$ cat src/rtl/ss_seq_pkg.sv
package ss_seq_pkg;

   typedef enum logic {
      UV_SEL_USER    = 1'b0,
      UV_SEL_DEFAULT = 1'b1
   } uv_sel_e;

   typedef struct packed {
      logic overcurrent;
      logic undervolt;
      logic ref_bad;
   } fault_src_t;

endpackage

$ cat src/rtl/ss_uv_hyst.sv
module ss_uv_hyst
   import ss_seq_pkg::*;
#(
   parameter int SUP_W   = 8,
   parameter int USR_ON  = 120,
   parameter int USR_OFF = 100,
   parameter int DEF_ON  = 224,
   parameter int DEF_OFF = 144
) (
   input  logic             clk,
   input  logic             rst_n,
   input  logic [SUP_W-1:0] supply,
   input  logic             use_default,
   output logic             uv_low
);

   localparam logic [SUP_W-1:0] USR_ON_C  = SUP_W'(USR_ON);
   localparam logic [SUP_W-1:0] USR_OFF_C = SUP_W'(USR_OFF);
   localparam logic [SUP_W-1:0] DEF_ON_C  = SUP_W'(DEF_ON);
   localparam logic [SUP_W-1:0] DEF_OFF_C = SUP_W'(DEF_OFF);

   uv_sel_e          sel;
   logic [SUP_W-1:0] on_thr;
   logic [SUP_W-1:0] off_thr;

   assign sel = use_default ? UV_SEL_DEFAULT : UV_SEL_USER;

   always_comb begin
      case (sel)
         UV_SEL_DEFAULT: begin
            on_thr  = DEF_ON_C;
            off_thr = DEF_OFF_C;
         end
         default: begin
            on_thr  = USR_ON_C;
            off_thr = USR_OFF_C;
         end
      endcase
   end

   always_ff @(posedge clk) begin
      if (!rst_n) begin
         uv_low <= 1'b1;
      end else if (uv_low && (supply >= on_thr)) begin
         uv_low <= 1'b0;
      end else if (!uv_low && (supply < off_thr)) begin
         uv_low <= 1'b1;
      end
   end

   // leaving undervoltage needs a code at or above the on threshold
   a_r7_clear_at_on: assert property (@(posedge clk) disable iff (!rst_n)
      $fell(uv_low) |-> ($past(supply) >= $past(on_thr)));

   // entering undervoltage needs a code below the off threshold
   a_r7_set_below_off: assert property (@(posedge clk) disable iff (!rst_n)
      $rose(uv_low) |-> ($past(supply) < $past(off_thr)));

endmodule

$ cat src/rtl/ss_level_ctr.sv
module ss_level_ctr #(
   parameter int LVL_W  = 8,
   parameter int STEP_W = 4
) (
   input  logic              clk,
   input  logic              rst_n,
   input  logic              discharge,
   input  logic              hold,
   input  logic [STEP_W-1:0] chg_step,
   input  logic [STEP_W-1:0] dis_step,
   output logic [LVL_W-1:0]  level
);

   localparam int EXT_W = ((LVL_W > STEP_W) ? LVL_W : STEP_W) + 1;
   localparam logic [EXT_W-1:0] FULL_X = EXT_W'({LVL_W{1'b1}});

   logic [EXT_W-1:0] lvl_x;
   logic [EXT_W-1:0] up_x;
   logic [EXT_W-1:0] dstep_x;
   logic [LVL_W-1:0] dn_l;
   logic [LVL_W-1:0] nxt;

   assign lvl_x   = EXT_W'(level);
   assign dstep_x = EXT_W'(dis_step);
   assign up_x    = lvl_x + EXT_W'(chg_step);
   assign dn_l    = level - LVL_W'(dis_step);

   always_comb begin
      if (hold) begin
         nxt = level;
      end else if (discharge) begin
         nxt = (dstep_x > lvl_x) ? '0 : dn_l;
      end else begin
         nxt = (up_x > FULL_X) ? FULL_X[LVL_W-1:0] : up_x[LVL_W-1:0];
      end
   end

   always_ff @(posedge clk) begin
      if (!rst_n) begin
         level <= '0;
      end else begin
         level <= nxt;
      end
   end

   // charging never makes the level go down (no wrap at full scale)
   a_r5_no_wrap_up: assert property (@(posedge clk) disable iff (!rst_n)
      (!discharge && !hold) |=> (level >= $past(level)));

   // discharging never makes the level go up (no wrap at zero)
   a_r5_no_wrap_down: assert property (@(posedge clk) disable iff (!rst_n)
      (discharge && !hold) |=> (level <= $past(level)));

   // the release cycle leaves the level unchanged
   a_r4_hold_on_release: assert property (@(posedge clk) disable iff (!rst_n)
      hold |=> $stable(level));

endmodule

$ cat src/rtl/ss_fault_latch.sv
module ss_fault_latch (
   input  logic clk,
   input  logic rst_n,
   input  logic fault_in,
   input  logic ss_done,
   input  logic at_floor,
   output logic fault_q,
   output logic dis_q,
   output logic release_now
);

   assign release_now = dis_q && at_floor;

   always_ff @(posedge clk) begin
      if (!rst_n) begin
         fault_q <= 1'b1;
         dis_q   <= 1'b0;
      end else begin
         fault_q <= fault_in || (fault_q && !release_now);
         if (release_now) begin
            dis_q <= 1'b0;
         end else if (fault_q && ss_done) begin
            dis_q <= 1'b1;
         end
      end
   end

   // any fault present at an edge leaves the latch set
   a_r1_fault_sets_latch: assert property (@(posedge clk) disable iff (!rst_n)
      fault_in |=> fault_q);

   // the discharge request only exists while the latch is or was set
   a_r3_discharge_needs_fault: assert property (@(posedge clk) disable iff (!rst_n)
      $rose(dis_q) |-> $past(fault_q));

endmodule

$ cat src/rtl/softstart_fault_seq.sv
module softstart_fault_seq
   import ss_seq_pkg::*;
#(
   parameter int LVL_W       = 8,
   parameter int STEP_W      = 4,
   parameter int SUP_W       = 8,
   parameter int DONE_LVL    = 240,
   parameter int RESTART_LVL = 80,
   parameter int UV_USR_ON   = 120,
   parameter int UV_USR_OFF  = 100,
   parameter int UV_DEF_ON   = 224,
   parameter int UV_DEF_OFF  = 144
) (
   input  logic              clk,
   input  logic              rst_n,
   input  logic              oc_trip,
   input  logic              ref_ok,
   input  logic [SUP_W-1:0]  supply_code,
   input  logic              thr_default,
   input  logic [STEP_W-1:0] chg_step,
   input  logic [STEP_W-1:0] dis_step,
   input  logic [LVL_W-1:0]  cmd_in,
   output logic [LVL_W-1:0]  ss_level,
   output logic [LVL_W-1:0]  cmd_out,
   output logic              fault_latched,
   output logic              out_en
);

   localparam logic [LVL_W-1:0] DONE_C    = LVL_W'(DONE_LVL);
   localparam logic [LVL_W-1:0] RESTART_C = LVL_W'(RESTART_LVL);

   initial begin
      if (LVL_W < 2 || LVL_W > 24 || STEP_W < 1 || SUP_W < 2 || SUP_W > 24)
         $fatal(1, "softstart_fault_seq: width parameter out of range");
      if (!(RESTART_LVL >= 0 && RESTART_LVL < DONE_LVL && DONE_LVL < (1 << LVL_W)))
         $fatal(1, "softstart_fault_seq: need 0 <= RESTART_LVL < DONE_LVL < full scale");
      if (!(UV_USR_OFF < UV_USR_ON && UV_DEF_OFF < UV_DEF_ON && UV_USR_ON < (1 << SUP_W)
            && UV_DEF_ON < (1 << SUP_W)))
         $fatal(1, "softstart_fault_seq: undervoltage thresholds must satisfy off < on < full scale");
   end

   fault_src_t src;
   logic       uv_low;
   logic       fault_in;
   logic       ss_done;
   logic       at_floor;
   logic       dis_q;
   logic       release_now;

   ss_uv_hyst #(
      .SUP_W   (SUP_W),
      .USR_ON  (UV_USR_ON),
      .USR_OFF (UV_USR_OFF),
      .DEF_ON  (UV_DEF_ON),
      .DEF_OFF (UV_DEF_OFF)
   ) u_uv (
      .clk         (clk),
      .rst_n       (rst_n),
      .supply      (supply_code),
      .use_default (thr_default),
      .uv_low      (uv_low)
   );

   assign src.overcurrent = oc_trip;
   assign src.undervolt   = uv_low;
   assign src.ref_bad     = !ref_ok;
   assign fault_in        = |src;

   assign ss_done  = (ss_level >= DONE_C);
   assign at_floor = (ss_level <= RESTART_C);

   ss_fault_latch u_latch (
      .clk         (clk),
      .rst_n       (rst_n),
      .fault_in    (fault_in),
      .ss_done     (ss_done),
      .at_floor    (at_floor),
      .fault_q     (fault_latched),
      .dis_q       (dis_q),
      .release_now (release_now)
   );

   ss_level_ctr #(
      .LVL_W  (LVL_W),
      .STEP_W (STEP_W)
   ) u_ctr (
      .clk       (clk),
      .rst_n     (rst_n),
      .discharge (dis_q),
      .hold      (release_now),
      .chg_step  (chg_step),
      .dis_step  (dis_step),
      .level     (ss_level)
   );

   assign out_en  = !fault_latched;
   assign cmd_out = (cmd_in < ss_level) ? cmd_in : ss_level;

   // a discharge only starts from a completed soft-start level
   a_r3_discharge_after_done: assert property (@(posedge clk) disable iff (!rst_n)
      $rose(dis_q) |-> ($past(ss_level) >= DONE_C));

   // the latch only releases from a level at or below the floor
   a_r4_release_at_floor: assert property (@(posedge clk) disable iff (!rst_n)
      $fell(fault_latched) |-> ($past(ss_level) <= RESTART_C));

   // the outputs stay disabled while discharging
   a_r2_off_while_discharging: assert property (@(posedge clk) disable iff (!rst_n)
      dis_q |-> !out_en);

   // the command passed on never exceeds the level or the request
   a_r9_cmd_limited: assert property (@(posedge clk) disable iff (!rst_n)
      (cmd_out <= ss_level) && (cmd_out <= cmd_in));

endmodule

$ cat config.mk
export PLATFORM = sky130hd
export DESIGN_NAME = softstart_fault_seq
export DESIGN_NICKNAME = d
export VERILOG_FILES = /design/src/rtl/ss_seq_pkg.sv /design/src/rtl/ss_uv_hyst.sv /design/src/rtl/ss_level_ctr.sv /design/src/rtl/ss_fault_latch.sv /design/src/rtl/softstart_fault_seq.sv
export SDC_FILE = /design/constraint.sdc
export NUM_CORES = 1
export LEC_CHECK = 0
export ABC_AREA = 0
export BUFFER_PORTS_ARGS = -buffer_cell sky130_fd_sc_hd__buf_2
export CORE_MARGIN = 3
export CORE_UTILIZATION = 35
export CTS_CLUSTER_SIZE = 30
export DETAILED_ROUTE_END_ITERATION = 12
export REMOVE_ABC_BUFFERS = 1
export SYNTH_ARGS = -nofsm -noshare
export SYNTH_HDL_FRONTEND = slang
export SYNTH_SLANG_ARGS = --single-unit
$ cat constraint.sdc
create_clock -name clk -period 4.15 [get_ports clk]
set_clock_uncertainty 0.2 [all_clocks]
set_input_delay 0.2075 -clock clk [delete_from_list [all_inputs] [get_ports clk]]
set_output_delay 0.2075 -clock clk [all_outputs]
set_load 0.1 [all_outputs]
==> reports/results.txt <==
Tcrit/Tclk final: 0.7726
Endpoint, Worst Hold: u_uv.uv_low$_SDFFE_PN1P_
Root Driver: clkbuf_8
post-synth top area share: 0.1939
antenna-violating nets left: 0
final instance area: 1657 um2
setup bufs post-CTS: 0
Slew @ Worst Pin: 560.0 ps
worst-case clock buffer depth: 2
Final Hold Viols: 0
#FFs+latches synth: 11
pin count of the biggest net entering global routing: 14
first-pass GRT wire length: 5.775 mm
Async S/R FF share, synth: 0
CP max stage cell: dfxtp_1
Leakage: 0.8094 nW
Total Die Area: 4654 um2
Achievable Freq: 311.9 MHz
dominant synthesized flop cell: dfxtp_1
worst hold margin: 34.15 ps
Syn Std Cell Area: 1355 um2
Die W: 68.22 um
CTS resizes: 0
dpl hpwl: 2.857 mm
CTS Hold Bufs: 1
routed via count: 1389
syn avg cell area: 8.066 um2
Initial Utilization: 0.3849
VDD IR max: 0.1551 mV
number of synthesized flops with an enable pin: 0
crit-path cells: inv_1 -> ha_1 -> a21o_1 -> a21o_1 -> a21oi_1 -> o31a_1 -> mux2_2 -> buf_2
DP Area: 1602 um2
Pre-antenna DRT Iters: 4
clk sinks: 11
Synth cell types: 46
worst reg2reg setup slack: 1500 ps
worst path bufs/invs: 2
H-Tree Depth: 1
DRC errors left: 0
Final setup viols: 0
capture point of the worst reg-to-reg path: u_ctr.level[2]$_SDFFE_PN0N_
sequential-to-total area share from yosys stat: 0.1625
Tot Pwr: 0.0007041 W
crit path time final: 3206 ps
nets: 264
Via density: 5.405
CP Depth: 8
max-slew violation count: 0
RSZ-0062 raised after global routing: no
layout cell share with drive strength beyond 1: 0.2938
worst skew pair latency: 240 ps
total of max-cap violations: 0
WP data arrival: 2800 ps
CTS tree: built
HP Start: rst_n
Synth area leaders: ha_1, dfxtp_1, mux2_2
DRT iter0 DRCs: 56
CTS Buf Count: 3
total global routing overflow: 0
vias in the first global route: 1286
post-route setup TNS: 0 ps
core area: 3521 um2
antenna violations before repair: 0
Boundary Pins: 47
cell taking the most area after synthesis: ha_1
WP data required: 3740 ps
routability cong.: 0.7675
status: completed
WL final: 3.526 mm
critical path's largest stage delay: 530 ps
die height: 68.22 um
worst hold-check path type: in -> reg
startpoint types: flop
crit path max fanout: 12
Critical Setup Path Class: reg -> out
Power Dens Cells: 425.0 nW/um2
P&R area growth vs syn: 22.25%
YS warnings: 0
Reg-to-Reg Start: u_ctr.level[0]$_SDFFE_PN0N_
Clk pin slew, worst setup/hold paths: 50 ps
fin util: 0.4705
Rel. slew slack: 0.6218
GR Util All Layers: 0.1598
Most Frequent Cell on Critical Path: a21o_1
cell count after synthesis: 168
CP top delay family: compound AO/OA/AOI/OAI gates
num rows: 21
PortBufs: 46
FF-to-FF path depth: 9
Routed wire per std cell: 13.72 um
crit end category: output port
# diodes: 0
Hold Path Depth: 2
==> power by group <==
part	switching [W]	leakage (nW)	internal, W
clock network	0.0000435	0.0228	0.0000678
logic	0.000315	0.696	0.000129
registers	0.0000302	0.0902	0.000119
==> cells by family after synthesis <==
logic type | share of synthesized area
compound gates | 0.2872
simple gates | 0.1570
xor+xnor | 0.02586
fa+ha+maj | 0.2235
flops | 0.1625
mux | 0.06648
buf+inv | 0.07755
==> worst max-delay path by stage <==
stage                                            from    endpoint
after floorplan           u_ctr.level[5]$_SDFFE_PN0N_  cmd_out[0]
after global placement    u_ctr.level[5]$_SDFFE_PN0N_  cmd_out[5]
after detailed placement  u_ctr.level[5]$_SDFFE_PN0N_  cmd_out[1]
after CTS                 u_ctr.level[5]$_SDFFE_PN0N_  cmd_out[1]
after global routing      u_ctr.level[5]$_SDFFE_PN0N_  cmd_out[4]
final                     u_ctr.level[5]$_SDFFE_PN0N_  cmd_out[1]
==> routing by layer <==
metal / part of all wire / GRT usage
met1: 0.48 / 0.2102
met2: 0.45 / 0.2671
met3: 0.059 / 0.01806
met4: 0.011 / 0.05707
met5: 0 / 0
==> per-stage QoR <==
step	std cells	worst slack [ps]
4_1_cts	257	940.7
6_report	257	943.6
3_3_place_gp	252	1288
5_1_grt	257	788.2
3_5_place_dp	252	1222
2_1_floorplan	160	737.5
==> registers in the layout (all words and copies together) (netlist names) <==
name             cells
u_latch.fault_q      1
u_latch.dis_q        1
u_uv.uv_low          1
u_ctr.level          8
==> placed cells by master, fill, tap and decap left out, types with 2 or more instances in the layout <==
cell type / n
a211oi_1: 2
a21o_1: 6
a21oi_1: 13
a31oi_1: 3
buf_2: 46
clkbuf_8: 3
dfxtp_1: 11
fa_1: 2
ha_1: 21
inv_1: 17
mux2_2: 8
nand2_1: 7
nand2b_1: 2
nand3_1: 6
nand4_1: 4
nor2_1: 10
nor3_1: 2
o211a_1: 2
o211ai_1: 2
o21a_1: 3
o21ai_0: 10
o221ai_1: 2
o31a_1: 2
or3_1: 2
xnor2_1: 2
xor2_1: 2
==> synthesized netlist by cell type (2+ instances only) <==
| cell | count |
|---|---|
| nor3_1 | 2 |
| nand3_1 | 6 |
| xor2_1 | 2 |
| a211oi_1 | 2 |
| ha_1 | 21 |
| or3_1 | 2 |
| inv_1 | 17 |
| o211ai_1 | 2 |
| a21o_1 | 6 |
| a21oi_1 | 13 |
| o31a_1 | 2 |
| o21ai_0 | 10 |
| xnor2_1 | 2 |
| clkbuf_1 | 4 |
| buf_2 | 3 |
| dfxtp_1 | 11 |
| nand4_1 | 4 |
| o21a_1 | 3 |
| nand2b_1 | 2 |
| o211a_1 | 2 |
| nor2_1 | 10 |
| nand2_1 | 7 |
| fa_1 | 2 |
| mux2_2 | 8 |
| o221ai_1 | 2 |
| a31oi_1 | 3 |
==> cell type report <==
type / count / area [um2]
timing repair buffer: 47 / 240.2
fill: 373 / 1864
clock buffer: 4 / 45.04
tap: 46 / 57.56
inverter: 17 / 63.81
multi-input combinational: 132 / 1030
sequential: 11 / 220.2
No activity file was read; power rests on OpenSTA's default activity.
